--- config.mk ---
export PLATFORM = sky130hd
export DESIGN_NAME = flag_offset_loader
export DESIGN_NICKNAME = d
export VERILOG_FILES = /design/src/rtl/flag_offset_loader.sv
export SDC_FILE = /design/constraint.sdc
export NUM_CORES = 1
export LEC_CHECK = 0
export BUFFER_PORTS_ARGS = -buffer_cell sky130_fd_sc_hd__buf_2
export CAP_MARGIN = 20
export CORE_MARGIN = 1
export CORE_UTILIZATION = 53
export DETAILED_ROUTE_END_ITERATION = 12
export PLACE_DENSITY = 0.76
export SLEW_MARGIN = 20
export SYNTH_ARGS = -nofsm -noshare
export SYNTH_HDL_FRONTEND = slang
export SYNTH_SLANG_ARGS = --single-unit
export TNS_END_PERCENT = 30
--- constraint.sdc ---
create_clock -name clk -period 3.1 [get_ports clk]
set_clock_uncertainty 0.15 [all_clocks]
set_input_delay 0.62 -clock clk [delete_from_list [all_inputs] [get_ports clk]]
set_output_delay 0.62 -clock clk [all_outputs]
set_load 0.01 [all_outputs]
--- src/rtl/flag_offset_loader.sv ---
module flag_offset_loader #(
  parameter int W = 17
) (
  input  logic         clk,
  input  logic         rst_n,
  input  logic [1:0]   dflt_sel,
  input  logic         load_sel,
  input  logic         ser_en,
  input  logic         ser_din,
  output logic [W-1:0] empty_ofs,
  output logic [W-1:0] full_ofs,
  output logic         load_done
);
  localparam int TOT = 2 * W;
  localparam int CW  = $clog2(TOT + 1);
  localparam logic [CW-1:0] CNT_FULL = CW'(TOT);
  localparam logic [CW-1:0] CNT_LAST = CW'(TOT - 1);

  logic [TOT-1:0] chain;
  logic [CW-1:0]  cnt;
  logic [W-1:0]   dflt;
  logic           rst_q;

  wire            take = load_sel & ser_en & (cnt != CNT_FULL);
  wire            last = take & (cnt == CNT_LAST);
  wire [TOT-1:0]  nxt  = {ser_din, chain[TOT-1:1]};

  assign dflt = (W'(1) << ({1'b0, dflt_sel} + 3'd2)) - W'(1);

  always_ff @(posedge clk) begin
    rst_q <= rst_n;
    if (!rst_n) begin
      chain     <= '0;
      cnt       <= '0;
      load_done <= 1'b0;
      empty_ofs <= dflt;
      full_ofs  <= dflt;
    end else begin
      load_done <= last;
      if (!load_sel) begin
        cnt <= '0;
      end else if (take) begin
        chain <= nxt;
        cnt   <= cnt + 1'b1;
      end
      if (last) begin
        empty_ofs <= nxt[W-1:0];
        full_ofs  <= nxt[TOT-1:W];
      end
    end
  end

  assert_count_bound_R2: assert property (@(posedge clk) disable iff (!rst_n)
    cnt <= CNT_FULL);

  assert_stable_partial_R6: assert property (@(posedge clk) disable iff (!rst_n)
    (rst_q && !load_done) |-> ($stable(empty_ofs) && $stable(full_ofs)));

  assert_done_single_R5: assert property (@(posedge clk) disable iff (!rst_n)
    load_done |=> !load_done);

  assert_done_at_end_R4: assert property (@(posedge clk) disable iff (!rst_n)
    load_done |-> (cnt == CNT_FULL && $past(cnt) == CNT_LAST));

  assert_rearm_R8: assert property (@(posedge clk) disable iff (!rst_n)
    !load_sel |=> (cnt == '0));

  assert_ignore_after_R7: assert property (@(posedge clk) disable iff (!rst_n)
    (rst_q && cnt == CNT_FULL && load_sel) |=> (!load_done && cnt == CNT_FULL));
endmodule

==> results of run 1 <==
[layout by cell type, fill, tap and decap left out, types with 2 or more instances in the layout]
master     synthesis  final
a21oi_1            8      8
buf_2              2     41
buf_4              0      2
bufinv_16          0      3
clkbuf_8           0      9
clkinv_2           0      2
dfxtp_1           40     40
edfxtp_1          34     34
ha_1               4      4
inv_1             30     30
mux2i_1           35     35
nand2_1           44     44
nand2b_1           5      5
nand3_1            7      7
nand4_1            2      2
nor2_1             2      2
nor2b_1            2      2
o21ai_0            3      3
or2_2              2      2
or3_1              3      3
[layout make-up]
type,count,area [um2]
Clock buffer,9,124
Clock inverter,7,116
Fill cell,437,1830
Inverter,30,113
Multi-Input combinational cell,121,806
Sequential cell,74,1820
Tap cell,70,87.6
Timing Repair Buffer,44,240
[worst paths after layout]
check                start          end  cells past startpoint
setup / recovery    cnt[0]  full_ofs[7]                      6
hold / removal    chain[1]     chain[1]                      2
setup reg to reg    cnt[0]  full_ofs[7]                      6
hold reg to reg   chain[1]     chain[1]                      2
[flip-flops by register name, indices dropped and copies added (netlist names)]
signal / flops
empty_ofs: 17
load_done: 1
full_ofs: 17
cnt: 6
chain: 33
[per-stage QoR]
stage               total power [mW]  setup slack [ns]
finish                          2.04              1.04
detailed placement              1.17              1.03
CTS                             2.05              1.04
global route                    2.10             0.913
global placement                1.17              1.08
floorplan                       1.14             0.751
[worst min-delay path, delay by kind of cell, from the launching register on]
kind / cells / cell delay (ns)
and+or+nand+nor: 1 / 0.05
muxes: 1 / 0.05
DFF: 1 / 0.31
[kinds of logic after synthesis]
group / after synthesis / share of synthesized area, %
muxes: 35 / 12.4
AOI/OAI and AO/OA: 13 / 2.61
buffers and inverters: 41 / 7.51
DFF: 74 / 64.3
and+or+nand+nor: 69 / 11.4
adders and majority gates: 4 / 1.77
[power by group]
part           total [mW]  switching (mW)  internal [mW]  leakage, nW
Combinational      0.0986          0.0615         0.0371        0.713
Clock               0.891           0.356          0.534        0.120
Sequential           1.05         0.00679           1.04        0.665
[per-layer routing]
metal	global-route usage [%]	share of wire, %	vias up
li1	-	-	871
met1	20.5	47	786
met2	26.3	47	36
met3	6.83	3.9	14
met4	10.5	2.8	0
met5	0	0	-
==> flow_summary.ini, run 1 <==
[run_status]
outcome = finished clean

[floorplan]
initial_utilization_pct = 55.1
core-area_um2 = 5140
num_io_pins = 42
total_die_area_um2 = 5640
die-width_um = 75.1
std_cell_rows = 26
die_h_um = 75.1

[cells_and_area]
layoutNonFillerInstCount = 355
insertedDiodeCount = 0
fin_util_pct = 64.4
finalNetCount = 291
layout.cell_area.non_filler_um2 = 3310
final_layout_size_suffix_gt1_share_pct = 22.8
synth_to_layout_area_growth_pct = 16.8

[setup_path]
setup_crit_end_kind = register
critical_path_required_ns = 2.95
timing.critical_path.fanout_max = 34
cpMaxStageDelayCell = dfxtp_1
worstPathCellList = inv_1, ha_1, nor2b_1, nand4_1, nand2_1, buf_4
critPathBufInv = 2
worstSetupStartpointType = register
timing_worst_setup_path_type = reg -> reg
crit_family = buffers and inverters
cpPeakStageDelay_ns = 0.44
reg2reg_slack_ns = 1.04
timing.critical_path.arrival_ns = 1.90

[synthesis]
synth_area_leaders = edfxtp_1, dfxtp_1, mux2i_1
synth-async-reset-ratio_pct = 0
synth_enable_flop_cells = 34
synth_most_common_cell = nand2_1
yosys-top-cells-count = nand2_1, dfxtp_1, mux2i_1
post_synth_inst_count = 236
synth_nets = 247
yosysWarnings = 0
synth_sequential_area_ratio_pct = 64.3
synth_area_leader_cell = edfxtp_1
synth-seq-cells = 74
syn_avg_cell_area_um2 = 12.0
synth_flop_cell = dfxtp_1
synth.top_cell.area_share_pct = 36.0
ys_types = 23
post_synth_instance_area_um2 = 2830

[sta]
worst-slew-pin-transition_ns = 0.497
fin_worst_hold_slack_ns = 0.305
hold_violations = 0
final.setup.tns_ns = 0
setup_viol = 0
maxClockFrequency_ghz = 0.487
final.period_utilization_pct = 66.3
max_slew_margin_pct = 66.8
rsz_0062_raised_after_global_routing = false
finalCriticalPeriod_ns = 2.06
drv_slew = 0

[routing]
ant_nets = 0
first_iter_violations = 94
via_count = 1707
routed_wirelength_mm = 4.28
via_per_inst = 4.81
drt-wirelength-per-cell_um = 12.1
drc = 0
detailedRoute.firstPassIterationCount = 4

[clock_network]
post-cts-setup-buffer-count = 0
cts_repair_resize_count = 0
clock_sink_count = 74
cts.clk_slew.worst_paths_ns = 0.07
later_pin_clock_latency_in_the_skew_report_ns = 0.35
htreeDepth = 3
clock-root-buffer = clkbuf_8
cts_hold_buf = 0
tritoncts = done
ctsLongestPathBuffers = 2
inserted_clock_buffers = 9

[global_routing]
antenna_found_initial = 0
groute.usage.overall_pct = 17.2
globalRouteOverflowTotal = 0
grt_pass1_vias = 1533
grt_first_pass_wirelength_mm = 6.85
grt_max_degree = 35

[placement]
dp.cells = 339
detailed_place_hpwl_mm = 2.77
gpl.final_weighted_congestion = 0.743
placedInstanceArea_um2 = 3070
quantity_of_i_o_buffers_inserted_on_ports = 41

[power_and_ir_drop]
worst_ir_drop_vdd_mv = 0.334
cellLeakagePower_nw = 1.50
p_per_area_nw_per_um2 = 616

[hold_path]
min_path_type = reg -> reg

[job]
drv.max_cap_violation_count = 0
Note: power is estimated with default switching activity, not from simulation.
==> run 2, diff against run 1 <==
--- a/config.mk
+++ b/config.mk
@@ -8,9 +8,9 @@
 export BUFFER_PORTS_ARGS = -buffer_cell sky130_fd_sc_hd__buf_2
 export CAP_MARGIN = 20
 export CORE_MARGIN = 1
-export CORE_UTILIZATION = 53
+export CORE_UTILIZATION = 50
 export DETAILED_ROUTE_END_ITERATION = 12
-export PLACE_DENSITY = 0.76
+export PLACE_DENSITY = 0.75
 export SLEW_MARGIN = 20
 export SYNTH_ARGS = -nofsm -noshare
 export SYNTH_HDL_FRONTEND = slang
==> constraint.sdc (replaced) <==
create_clock -name clk -period 1.7 [get_ports clk]
set_clock_uncertainty 0.15 [all_clocks]
set_input_delay 0.34 -clock clk [delete_from_list [all_inputs] [get_ports clk]]
set_output_delay 0.34 -clock clk [all_outputs]
set_load 0.01 [all_outputs]
==> run 2 against run 1 <==
Utilization shrank 2.3 points. Combinational power rose by 100%. Setup slack worse by 0.99 ns. Clock power grew 62%. Critical path depth unchanged. Die area grew 5.8%. Largest power group unchanged.
==> flow_summary.ini, run 2 (synthesis results as in run 1) <==
[placement]
detailed_place_hpwl_mm = 2.88
gpl.final_weighted_congestion = 0.719
quantity_of_i_o_buffers_inserted_on_ports = 41

[clock_network]
cts_repair_resize_count = 0
inserted_clock_buffers = 9
cts_hold_buf = 0
clock-root-buffer = clkbuf_8
tritoncts = done
htreeDepth = 3
clock_sink_count = 74
cts.clk_slew.worst_paths_ns = 0.07
later_pin_clock_latency_in_the_skew_report_ns = 0.33
ctsLongestPathBuffers = 2

[setup_path]
worst_setup_endpoint = empty_ofs[2]
worst_r2r_path_depth = 6
worstSetupStartpointType = register
reg2reg_slack_ns = 0.06
launch_point_of_the_worst_reg_to_reg_path = cnt[0]
timing.critical_path.fanout_max = 17
timing.critical_path.from = cnt[0]
timing.rr.end = empty_ofs[2]
setup_crit_end_kind = register
timing_worst_setup_path_type = reg -> reg
timing.critical_path.arrival_ns = 1.53
critical_path_required_ns = 1.59

[floorplan]
initial_utilization_pct = 51.8
total_die_area_um2 = 5970
core-area_um2 = 5470
die_h_um = 77.3
std_cell_rows = 27
die-width_um = 77.3
num_io_pins = 42

[routing]
via_count = 1719
routed_wirelength_mm = 4.25
via_per_inst = 4.72
drt-wirelength-per-cell_um = 11.7
ant_nets = 0
first_iter_violations = 122
drc = 0
detailedRoute.firstPassIterationCount = 4

[sta]
final.period_utilization_pct = 96.5
fin_worst_hold_slack_ns = 0.137
setup_viol = 0
finalCriticalPeriod_ns = 1.64
drv_slew = 0
hold_violations = 0
worst-slew-pin-transition_ns = 0.357
max_slew_margin_pct = 76.0
maxClockFrequency_ghz = 0.610

[global_routing]
globalRouteOverflowTotal = 0
grt_pass1_vias = 1597
grt_first_pass_wirelength_mm = 7.18
antenna_found_initial = 0
grt_max_degree = 44
groute.usage.overall_pct = 16.0

[cells_and_area]
most-common-layout-cells = nand2_1, buf_2, dfxtp_1
area.sequential_um2 = 1820
final_layout_size_suffix_gt1_share_pct = 24.0
synth_to_layout_area_growth_pct = 19.8
finalNetCount = 298
regMostFlops = chain
largest_register_ffs = 33
mostFrequentLayoutCell = nand2_1
reg_top3 = chain: 33 flops, empty_ofs: 17 flops, full_ofs: 17 flops
fin_util_pct = 62.0
fillerInstances = 471
area_occupied_by_multi_input_gates_um2 = 813
insertedDiodeCount = 0

[job]
drv.max_cap_violation_count = 0

[power_and_ir_drop]
cellLeakagePower_nw = 1.54
worst_ir_drop_vdd_mv = 0.491
p_per_area_nw_per_um2 = 1050

[run_status]
outcome = finished clean

[hold_path]
min_path_type = in -> reg
==> run 2: cell count changes in the layout (fill, tap and decap cells not counted), sizes merged <==
cell / change
buf: +7
bufinv: -1
clkbuf: +5
clkinv: -2
clkinvlp: -1
inv: -1
==> run 2: critical path: stages (launching register included) <==
cell and delay (ns):
dfxtp_2 0.35, inv_1 0.06, ha_1 0.21, nor2b_1 0.11
nand4_1 0.17, nand2_4 0.14, buf_12 0.16
==> run 2: worst min path at each step <==
| stage | slack (ns) | cells past startpoint | end | from |
|---|---|---|---|---|
| 2_1_floorplan | 0.28 | 2 | chain[1] | chain[1] |
| 3_3_place_gp | 0.29 | 2 | chain[1] | chain[1] |
| 3_5_place_dp | 0.29 | 2 | chain[1] | chain[1] |
| 4_1_cts | 0.13 | 3 | chain[33] | ser_din |
| 5_1_grt | 0.14 | 3 | chain[33] | ser_din |
| 6_report | 0.14 | 3 | chain[33] | ser_din |
==> run 2: through the flow <==
stage | TNS, ns | instances | setup slack, ns | power, mW | cell area (um2)
finish | 0 | 364 | 0.0598 | 3.56 | 3390
global route | -0.000654 | 364 | -0.000468 | 3.69 | 3390
CTS | 0 | 363 | 0.0564 | 3.59 | 3390
detailed placement | 0 | 347 | 0.0621 | 2.16 | 3170
global placement | 0 | 347 | 0.0734 | 2.16 | 3170
floorplan | 0 | 236 | 0.0216 | 2.08 | 2840
==> run 2: power by group <==
part           switching [mW]  internal, mW  total [mW]
sequential             0.0112          1.90        1.92
clock                   0.574         0.870        1.44
combinational           0.117        0.0847       0.201
==> run 2: layout make-up <==
class	count	share of cell area, %
Clock buffer	14	4.50
Clock inverter	2	1.77
Inverter	30	3.32
Multi-Input combinational cell	121	24.0
Sequential cell	74	53.7
Tap cell	72	2.65
Timing Repair Buffer	51	10.1
==> run 2: layer usage <==
layer  wire (um)  global-route usage [%]  vias to the layer above
met4         108                    11.9                        0
met1        1980                    20.4                      781
met2        2000                    24.3                       38
met3         159                    2.98                       10
li1            -                       -                      890
met5           0                       0                        -
==> run 2: what timing repair did <==
action / in CTS / in global routing
hold endpoints to repair: 0 / 0
buffers inserted: 0 / 1
endpoints found under the setup margin: 0 / 34
==> run 3, diff against run 2 <==
--- a/config.mk
+++ b/config.mk
@@ -7,10 +7,10 @@
 export LEC_CHECK = 0
 export BUFFER_PORTS_ARGS = -buffer_cell sky130_fd_sc_hd__buf_2
 export CAP_MARGIN = 20
-export CORE_MARGIN = 1
-export CORE_UTILIZATION = 50
+export CORE_MARGIN = 2
+export CORE_UTILIZATION = 53
 export DETAILED_ROUTE_END_ITERATION = 12
-export PLACE_DENSITY = 0.75
+export PLACE_DENSITY = 0.76
 export SLEW_MARGIN = 20
 export SYNTH_ARGS = -nofsm -noshare
 export SYNTH_HDL_FRONTEND = slang
==> constraint.sdc (replaced) <==
create_clock -name clk -period 1.75 [get_ports clk]
set_clock_uncertainty 0.15 [all_clocks]
set_input_delay 0.35 -clock clk [delete_from_list [all_inputs] [get_ports clk]]
set_output_delay 0.35 -clock clk [all_outputs]
set_load 0.01 [all_outputs]
==> run 3 against run 2 <==
Total power fell by 8.6%. Global-route usage fell by 0.31 points. Register-to-register slack barely moved. Die area fell by 0.43%. Sequential cell count did not move. Largest power group unchanged. Via count rose by 1.6%. Final cell count did not move. Critical path type unchanged. Sequential share of layout area rose by 0.14 points. Critical path depth fell by 2. Combinational power rose by 3%.
==> flow_summary.ini, run 3 (synthesis results as in run 1) <==
[clock_network]
clock-root-buffer = clkbuf_8
clock_sink_count = 74
inserted_clock_buffers = 9
tritoncts = done
cts_hold_buf = 0
ctsLongestPathBuffers = 2
later_pin_clock_latency_in_the_skew_report_ns = 0.35
htreeDepth = 3
cts.clk_slew.worst_paths_ns = 0.07

[cells_and_area]
insertedDiodeCount = 0
layout.cell_area.non_filler_um2 = 3390
mostFrequentLayoutCell = nand2_1
synth_to_layout_area_growth_pct = 19.6
fin_util_pct = 65.9
regMostFlops = chain
fillerInstances = 414
final_layout_size_suffix_gt1_share_pct = 25.2
finalNetCount = 300
largest_register_ffs = 33
most-common-layout-cells = nand2_1, buf_2, dfxtp_1
reg_top3 = chain: 33 flops, empty_ofs: 17 flops, full_ofs: 17 flops

[global_routing]
grt_pass1_vias = 1613
globalRouteOverflowTotal = 0
grt_max_degree = 32
grt_first_pass_wirelength_mm = 7.18
antenna_found_initial = 0
groute.usage.overall_pct = 15.7

[routing]
via_per_inst = 4.80
detailedRoute.firstPassIterationCount = 4
ant_nets = 0
first_iter_violations = 102
drt-wirelength-per-cell_um = 12.3
via_count = 1746
drc = 0
routed_wirelength_mm = 4.48

[power_and_ir_drop]
netSwitchingPower_mw = 0.723
worst_ir_drop_vdd_mv = 0.641
cellLeakagePower_nw = 1.54
cell_internal_pwr_mw = 2.53
clock_share_of_power_pct = 36.5
p_per_area_nw_per_um2 = 960
power.share.switching_pct = 22.2
relative_contribution_of_combinational_cells_to_total_power_pct = 6.4
p_seq_share_pct = 57.1

[sta]
finalCriticalPeriod_ns = 1.70
worst-slew-pin-transition_ns = 0.436
hold_violations = 0
max_slew_margin_pct = 70.9
setup_viol = 0
final.period_utilization_pct = 97.1
drv_slew = 0
final_critical_path_setup_slack_ns = 0.0512
maxClockFrequency_ghz = 0.589
final.setup.tns_ns = 0

[hold_path]
min_path_type = in -> reg

[floorplan]
num_io_pins = 42
std_cell_rows = 26
core-area_um2 = 5140
total_die_area_um2 = 5950
initial_utilization_pct = 55.1
die-width_um = 77.1
die_h_um = 77.1

[setup_path]
reg2reg_slack_ns = 0.05
worst_r2r_path_depth = 4
worst_setup_endpoint = full_ofs[7]
setup_crit_end_kind = register
critical_path_required_ns = 1.66
timing_worst_setup_path_type = reg -> reg
worstSetupStartpointType = register
launch_point_of_the_worst_reg_to_reg_path = cnt[2]
timing.critical_path.from = cnt[2]
timing.critical_path.arrival_ns = 1.60
timing.critical_path.fanout_max = 16
timing.rr.end = full_ofs[7]

[placement]
detailed_place_hpwl_mm = 2.90
quantity_of_i_o_buffers_inserted_on_ports = 41
preCtsSetupSlack_ns = 0.0795
gpl.final_weighted_congestion = 0.775
placedInstanceArea_um2 = 3170

[job]
drv.max_cap_violation_count = 0

[run_status]
outcome = finished clean
## run 3: changes by cell type in the layout (fill, tap and decap cells not counted), sizes merged
cell | before | now
bufinv | 2 | 0
buf | 51 | 52
clkbuf | 14 | 15
clkinv | 0 | 1
clkinvlp | 0 | 1
## run 3: critical path, cell delays in order (launching register included)
cell and delay [ns]:
dfxtp_1 0.37, nor4b_4 0.31, nand4_1 0.23, nand2_4 0.19
buf_12 0.17
## run 3: worst min path at each step
stage / slack, ns / start / end / depth (start not counted)
after floorplan: 0.28 / chain[1] / chain[1] / 2
after global placement: 0.29 / chain[1] / chain[1] / 2
after detailed placement: 0.30 / chain[1] / chain[1] / 2
after CTS: 0.13 / ser_din / chain[33] / 3
after global routing: 0.21 / load_sel / cnt[1] / 3
final: 0.18 / ser_din / full_ofs[16] / 3
## run 3: power groups by stage
stage                     logic, mW  clock network (mW)  registers [mW]
after global placement        0.196                   0            1.90
final                         0.208                1.19            1.86
after CTS                     0.200                1.21            1.86
after floorplan               0.102                   0            1.92
after detailed placement      0.200                   0            1.90
after global routing          0.223                1.27            1.86
## run 3: stage by stage
step | power, mW | hold WS [ns] | cells
global route | 3.35 | 0.209 | 364
CTS | 3.27 | 0.130 | 361
finish | 3.25 | 0.177 | 364
global placement | 2.09 | 0.293 | 345
floorplan | 2.02 | 0.280 | 236
detailed placement | 2.10 | 0.296 | 345
## run 3: repair_timing
| item | 4_1_cts | 5_1_grt |
|---|---|---|
| gates resized for setup | 0 | 2 |
| setup buffers | 0 | 2 |
| setup endpoints to repair | 0 | 39 |
## run 3: cell type report
class | instances | area (um2) | area share (%)
flip-flops and latches | 74 | 1820 | 53.8
multi-input cells | 121 | 813 | 24.0
repair buffers | 53 | 375 | 11.1
clock buffers | 14 | 163 | 4.80
inverters | 30 | 113 | 3.32
well taps | 70 | 87.6 | 2.58
clock inverters | 2 | 12.5 | 0.369
## run 3: metal layers
layer	track usage [%]	wire [um]	vias to the layer above
met3	6.35	262	9
li1	-	-	890
met4	6.96	80	0
met5	0	0	-
met2	23.3	2030	53
met1	20.3	2110	794
